### config.mk
export PLATFORM = sky130hd
export DESIGN_NAME = twoslot_byte_stage
export DESIGN_NICKNAME = d
export VERILOG_FILES = /design/src/rtl/twoslot_stage_pkg.sv /design/src/rtl/twoslot_tx_core.sv /design/src/rtl/twoslot_rx_core.sv /design/src/rtl/twoslot_req_unit.sv /design/src/rtl/twoslot_byte_stage.sv
export SDC_FILE = /design/constraint.sdc
export NUM_CORES = 1
export LEC_CHECK = 0
export BUFFER_PORTS_ARGS = -buffer_cell sky130_fd_sc_hd__buf_2
export CAP_MARGIN = 20
export CORE_MARGIN = 2
export CORE_UTILIZATION = 43
export CTS_BUF_LIST = sky130_fd_sc_hd__clkbuf_4
export DETAILED_ROUTE_END_ITERATION = 16
export GPL_ROUTABILITY_DRIVEN = 0
export PLACE_DENSITY = 0.75
export SETUP_SLACK_MARGIN = 0.02
export SLEW_MARGIN = 40
export SYNTH_ARGS = -nofsm -noshare
export SYNTH_HDL_FRONTEND = slang
export SYNTH_SLANG_ARGS = --single-unit
### constraint.sdc
create_clock -name clk -period 1.78 [get_ports clk]
set_clock_uncertainty 0.1 [all_clocks]
set_input_delay 0.267 -clock clk [delete_from_list [all_inputs] [get_ports clk]]
set_output_delay 0.267 -clock clk [all_outputs]
set_load 0.005 [all_outputs]
### src/rtl/twoslot_stage_pkg.sv
package twoslot_stage_pkg;

   typedef enum logic {
      STAGE_TX = 1'b0,
      STAGE_RX = 1'b1
   } stage_dir_e;

   localparam int LEVEL_W = 2;

   function automatic logic [LEVEL_W-1:0] fill_count(input logic a, input logic b);
      return LEVEL_W'(a) + LEVEL_W'(b);
   endfunction

endpackage

### src/rtl/twoslot_tx_core.sv
module twoslot_tx_core #(
   parameter int DATA_W = 8
) (
   input  logic              clk,
   input  logic              rst_n,
   input  logic              flush,
   input  logic              push,
   input  logic [DATA_W-1:0] push_data,
   input  logic              pull,
   output logic [DATA_W-1:0] head_data,
   output logic              head_vld,
   output logic              tail_vld,
   output logic              taken,
   output logic              underrun
);

   logic [DATA_W-1:0] slot_head_q, slot_tail_q;
   logic              vld_head_q, vld_tail_q;
   logic [DATA_W-1:0] slot_head_d, slot_tail_d;
   logic              vld_head_d, vld_tail_d;
   logic              shift_out, accept;

   assign shift_out = pull && vld_head_q && !flush;
   assign accept    = push && !flush;
   assign taken     = shift_out;
   assign underrun  = pull && !vld_head_q && !flush;

   always_comb begin
      slot_head_d = slot_head_q;
      slot_tail_d = slot_tail_q;
      vld_head_d  = vld_head_q;
      vld_tail_d  = vld_tail_q;
      if (shift_out) begin
         slot_head_d = slot_tail_q;
         vld_head_d  = vld_tail_q;
         vld_tail_d  = 1'b0;
      end
      if (accept) begin
         if (!vld_head_d) begin
            slot_head_d = push_data;
            vld_head_d  = 1'b1;
         end else begin
            slot_tail_d = push_data;
            vld_tail_d  = 1'b1;
         end
      end
      if (flush) begin
         vld_head_d = 1'b0;
         vld_tail_d = 1'b0;
      end
   end

   always_ff @(posedge clk or negedge rst_n) begin
      if (!rst_n) begin
         slot_head_q <= '0;
         slot_tail_q <= '0;
         vld_head_q  <= 1'b0;
         vld_tail_q  <= 1'b0;
      end else begin
         slot_head_q <= slot_head_d;
         slot_tail_q <= slot_tail_d;
         vld_head_q  <= vld_head_d;
         vld_tail_q  <= vld_tail_d;
      end
   end

   assign head_data = slot_head_q;
   assign head_vld  = vld_head_q;
   assign tail_vld  = vld_tail_q;

endmodule

### src/rtl/twoslot_rx_core.sv
module twoslot_rx_core #(
   parameter int DATA_W = 8
) (
   input  logic              clk,
   input  logic              rst_n,
   input  logic              flush,
   input  logic              arrive,
   input  logic [DATA_W-1:0] arrive_data,
   input  logic              pop,
   output logic [DATA_W-1:0] out_data,
   output logic              out_vld,
   output logic              back_vld,
   output logic              accepted,
   output logic              refused,
   output logic              ovf
);

   logic [DATA_W-1:0] slot_out_q, slot_back_q;
   logic              vld_out_q, vld_back_q, ovf_q;
   logic [DATA_W-1:0] slot_out_d, slot_back_d;
   logic              vld_out_d, vld_back_d;
   logic              do_pop, do_take;

   assign do_pop   = pop && vld_out_q && !flush;
   assign do_take  = arrive && !flush && (!vld_back_q || do_pop);
   assign accepted = do_take;
   assign refused  = arrive && !flush && !do_take;

   always_comb begin
      slot_out_d  = slot_out_q;
      slot_back_d = slot_back_q;
      vld_out_d   = vld_out_q;
      vld_back_d  = vld_back_q;
      if (do_pop) begin
         slot_out_d = slot_back_q;
         vld_out_d  = vld_back_q;
         vld_back_d = 1'b0;
      end
      if (do_take) begin
         if (!vld_out_d) begin
            slot_out_d = arrive_data;
            vld_out_d  = 1'b1;
         end else begin
            slot_back_d = arrive_data;
            vld_back_d  = 1'b1;
         end
      end
      if (flush) begin
         vld_out_d  = 1'b0;
         vld_back_d = 1'b0;
      end
   end

   always_ff @(posedge clk or negedge rst_n) begin
      if (!rst_n) begin
         slot_out_q  <= '0;
         slot_back_q <= '0;
         vld_out_q   <= 1'b0;
         vld_back_q  <= 1'b0;
         ovf_q       <= 1'b0;
      end else begin
         slot_out_q  <= slot_out_d;
         slot_back_q <= slot_back_d;
         vld_out_q   <= vld_out_d;
         vld_back_q  <= vld_back_d;
         if (flush)        ovf_q <= 1'b0;
         else if (refused) ovf_q <= 1'b1;
      end
   end

   assign out_data = slot_out_q;
   assign out_vld  = vld_out_q;
   assign back_vld = vld_back_q;
   assign ovf      = ovf_q;

endmodule

### src/rtl/twoslot_req_unit.sv
module twoslot_req_unit
   import twoslot_stage_pkg::*;
#(
   parameter stage_dir_e DIR = STAGE_TX
) (
   input  logic               first_vld,
   input  logic               second_vld,
   input  logic               dma_mode,
   output logic [LEVEL_W-1:0] level,
   output logic               irq_req,
   output logic               dma_req
);

   logic flag;

   assign level = fill_count(first_vld, second_vld);

   generate
      if (DIR == STAGE_RX) begin : g_rx_flag
         assign flag = first_vld;
      end else begin : g_tx_flag
         assign flag = !(first_vld && second_vld);
      end
   endgenerate

   assign irq_req = flag && !dma_mode;
   assign dma_req = flag && dma_mode;

endmodule

### src/rtl/twoslot_byte_stage.sv
module twoslot_byte_stage
   import twoslot_stage_pkg::*;
#(
   parameter int         DATA_W = 8,
   parameter stage_dir_e DIR    = STAGE_TX
) (
   input  logic              clk,
   input  logic              rst_n,
   input  logic              flush_i,
   input  logic              dma_mode_i,
   input  logic              host_stb_i,
   input  logic [DATA_W-1:0] host_wdata_i,
   output logic [DATA_W-1:0] host_rdata_o,
   input  logic              eng_stb_i,
   input  logic [DATA_W-1:0] eng_wdata_i,
   output logic [DATA_W-1:0] eng_rdata_o,
   output logic              eng_ack_o,
   output logic              eng_nack_o,
   output logic [1:0]        level_o,
   output logic              overflow_o,
   output logic              irq_req_o,
   output logic              dma_req_o
);

   logic first_vld, second_vld;

   generate
      if (DATA_W < 1) begin : g_bad_width
         $error("twoslot_byte_stage: DATA_W must be at least 1");
      end
      if (LEVEL_W != 2) begin : g_bad_level
         $error("twoslot_byte_stage: level encoding must be two bits");
      end

      if (DIR == STAGE_TX) begin : g_tx
         logic unused_rx_in;
         assign unused_rx_in = ^eng_wdata_i;
         twoslot_tx_core #(.DATA_W(DATA_W)) u_core (
            .clk       (clk),
            .rst_n     (rst_n),
            .flush     (flush_i),
            .push      (host_stb_i),
            .push_data (host_wdata_i),
            .pull      (eng_stb_i),
            .head_data (eng_rdata_o),
            .head_vld  (first_vld),
            .tail_vld  (second_vld),
            .taken     (eng_ack_o),
            .underrun  (eng_nack_o)
         );
         assign host_rdata_o = '0;
         assign overflow_o   = 1'b0;
      end else begin : g_rx
         logic unused_tx_in;
         assign unused_tx_in = ^host_wdata_i;
         twoslot_rx_core #(.DATA_W(DATA_W)) u_core (
            .clk         (clk),
            .rst_n       (rst_n),
            .flush       (flush_i),
            .arrive      (eng_stb_i),
            .arrive_data (eng_wdata_i),
            .pop         (host_stb_i),
            .out_data    (host_rdata_o),
            .out_vld     (first_vld),
            .back_vld    (second_vld),
            .accepted    (eng_ack_o),
            .refused     (eng_nack_o),
            .ovf         (overflow_o)
         );
         assign eng_rdata_o = '0;
      end
   endgenerate

   twoslot_req_unit #(.DIR(DIR)) u_req (
      .first_vld  (first_vld),
      .second_vld (second_vld),
      .dma_mode   (dma_mode_i),
      .level      (level_o),
      .irq_req    (irq_req_o),
      .dma_req    (dma_req_o)
   );

endmodule

==> qor.yml <==
power_and_ir_drop:
  internal_power_uw: 753
  seq_power_share_pct: 53.4
  p_sw_share_pct: 25.6
  p_per_area_mw_per_mm2: 907
  pwr-share-comb_pct: 26.2
  switchingPower_uw: 259
  vdd_ir_drop_max_mv: 0.588
  clkPwrFrac_pct: 20.4
  p_leak_nw: 0.594
finish:
  drive_above_1_share_pct: 58.6
  stdcell_count: 127
  insertedDiodeCount: 0
  fin_nets: 123
  fin_area_sq_mm: 0.00111
  synthToLayoutAreaGrowth_pct: 15.6
clocking:
  htreeDepth: 1
  ctsRootBufferMaster: "clkbuf_4"
  clk_path_buf_depth: 2
  cts_made_buffers: 3
  cts.reportedPaths.clkPinSlew_ns: 0.10
  clkLatencyLatePin_ns: 0.29
  post_cts_buffers: 0
  cts_sinks: 18
  cts_tree: "yes"
floorplanning:
  initial_core_util_pct: 44.5
  die_width_microns: 51.4
  die-area_sq_mm: 0.00264
  io_pins: 45
  die_h_microns: 51.4
  core_area_sq_mm: 0.00217
  rows: 17
setup_path:
  start_kind: "flop"
  r2r_cells: 3
  arrival_ns: 1.28
  critPathBufInv: 1
  required_ns: 1.41
  critPathSlowestCell: "dfrtp_1"
  cp_top_family: "flip-flops"
  r2r-end: "g_tx.u_core.head_data[6]$_DFF_PN0_"
  cp-end-kind: "output pin"
  max_stage_delay_ns: 0.51
  worstSetupPathType: "reg -> out"
  reg2reg_slack_ns: 0.20
  reg2reg_from: "g_tx.u_core.tail_vld$_DFF_PN0_"
  crit_chain: "ha_1 > nor2b_1 > buf_2"
  critPathMaxFanout: 8
logic_synthesis:
  synth_async_sr_flop_share_pct: 100
  synth_area_leaders: "dfrtp_1, mux2_2, mux2_4"
  seq_area_frac_synth_pct: 46.7
  synth_top_area_cell: "dfrtp_1"
  yosys_register_bits: 18
  synth_cell_types: 19
  avgSynthCellArea_sq_um: 13.8
  synth_ff_type: "dfrtp_1"
  synth_top_area_share_pct: 46.7
  yosysMostFrequentCell: "dfrtp_1"
  synth_edf_count: 0
  syn_inst: 70
  synth_commonest_cells: "dfrtp_1, mux2_2, buf_4"
  synth_area_sq_um: 965
  yosysWarnings: 0
sta:
  fin_hold_ws_ns: 0.0885
  post-route-period-util_pct: 92.7
  period_needed_ns: 1.65
  rsz0062_at_grt: "false"
  slew_violations: 0
  layout_setup_ws_ns: 0.129
  hold_viol_final: 0
  timing.fmax_ghz: 0.606
  final.setup.tns_ns: 0
  setup_viol: 0
global_routing:
  grt_max_degree: 19
  grt_pass1_vias: 567
  grt_use_total_pct: 12.0
  grt_pass1_wl_mm: 2.35
  grt.overflow.total: 0
  antenna_found_initial: 0
detailed_routing:
  num_vias: 591
  drtIter0Drc: 2
  routed_wl_mm: 1.50
  ant_nets: 0
  drt-pass1-iter-count: 4
  viasPerCell: 4.65
  drc: 0
  routedWlPerCell_microns: 11.8
hold_path:
  hold_class: "in -> reg"
  min_from: "flush_i"
  min_to: "g_tx.u_core.tail_vld$_DFF_PN0_"
  hold_depth: 2
placement:
  dp_worst_setup_slack_ns: 0.177
  placed_cell_area_sq_mm: 0.00108
  io_buffers: 27
  post-place-cells: 122
job:
  drv_cap: 0
run_status:
  status: "finished, final reports clean"
worst max path at each step:
stage,start,to,slack [ns],cells past startpoint
after floorplan,g_tx.u_core.head_vld$_DFF_PN0_,g_tx.u_core.head_data[0]$_DFF_PN0_,0.34,4
after global placement,host_stb_i,g_tx.u_core.head_data[2]$_DFF_PN0_,0.20,4
after detailed placement,host_stb_i,g_tx.u_core.head_data[0]$_DFF_PN0_,0.18,4
after CTS,g_tx.u_core.head_vld$_DFF_PN0_,dma_req_o,0.11,3
after global routing,g_tx.u_core.head_vld$_DFF_PN0_,irq_req_o,0.06,3
final,g_tx.u_core.head_vld$_DFF_PN0_,dma_req_o,0.13,3
power by group through the flow:
stage                     Sequential (mW)  Combinational [mW]  Clock, mW
after floorplan                     0.544               0.194          0
after global placement              0.546               0.256          0
after detailed placement            0.550               0.267          0
after CTS                           0.541               0.270      0.209
after global routing                0.554               0.292      0.225
final                               0.541               0.265      0.206
per-layer routing:
| metal | track usage, % | vias up | wire length [microns] |
|---|---|---|---|
| met4 | 3.95 | 0 | 15 |
| met1 | 15.4 | 286 | 654 |
| met3 | 3.22 | 2 | 81 |
| met2 | 19.7 | 21 | 744 |
| met5 | 0 | - | 0 |
| li1 | - | 282 | - |
sequential cells by signal (all words and copies together) (netlist names):
name,flops
g_tx.u_core.head_data,8
g_tx.u_core.tail_vld,1
g_tx.u_core.head_vld,1
g_tx.u_core.slot_tail_q,8
kinds of logic (layout without fill, tap and decap cells):
logic type	count (synthesis)	count (layout)	synth area share, %
muxes	24	24	31.1
DFF	18	18	46.7
buffers and inverters	12	33	9.34
and+or+nand+nor	10	10	8.17
AOI/OAI and AO/OA	4	4	2.98
adders and majority gates	1	1	1.30
other	1	9	0.389
layout make-up:
| class | count | area (sq um) |
|---|---|---|
| Clock buffer | 3 | 22.5 |
| Clock inverter | 1 | 3.75 |
| Fill cell | 210 | 1050 |
| Inverter | 1 | 3.75 |
| Multi-Input combinational cell | 48 | 454 |
| Sequential cell | 18 | 450 |
| Tap cell | 28 | 35.0 |
| Timing Repair Buffer | 28 | 145 |
placed cells by master (no fill, tap or decap), drive strengths merged, types with 2 or more instances in the layout:
cell type and count:
mux2 24, buf 27, clkbuf 3, a21oi 2
dfrtp 18, nor2 3, nor2b 2, nand2b 2
conb 9
stage by stage:
step | power [mW] | utilization, %
global route | 1.07 | 51.4
global placement | 0.802 | 49.7
detailed placement | 0.817 | 49.7
CTS | 1.02 | 51.4
floorplan | 0.738 | -
finish | 1.01 | 51.4
repair_timing:
item,CTS,global route
hold buffers,1,0
endpoints found under the hold margin,18,0
endpoints found under the setup margin,0,0
gates resized for setup,0,0
Note: power is estimated with default switching activity, not from simulation.
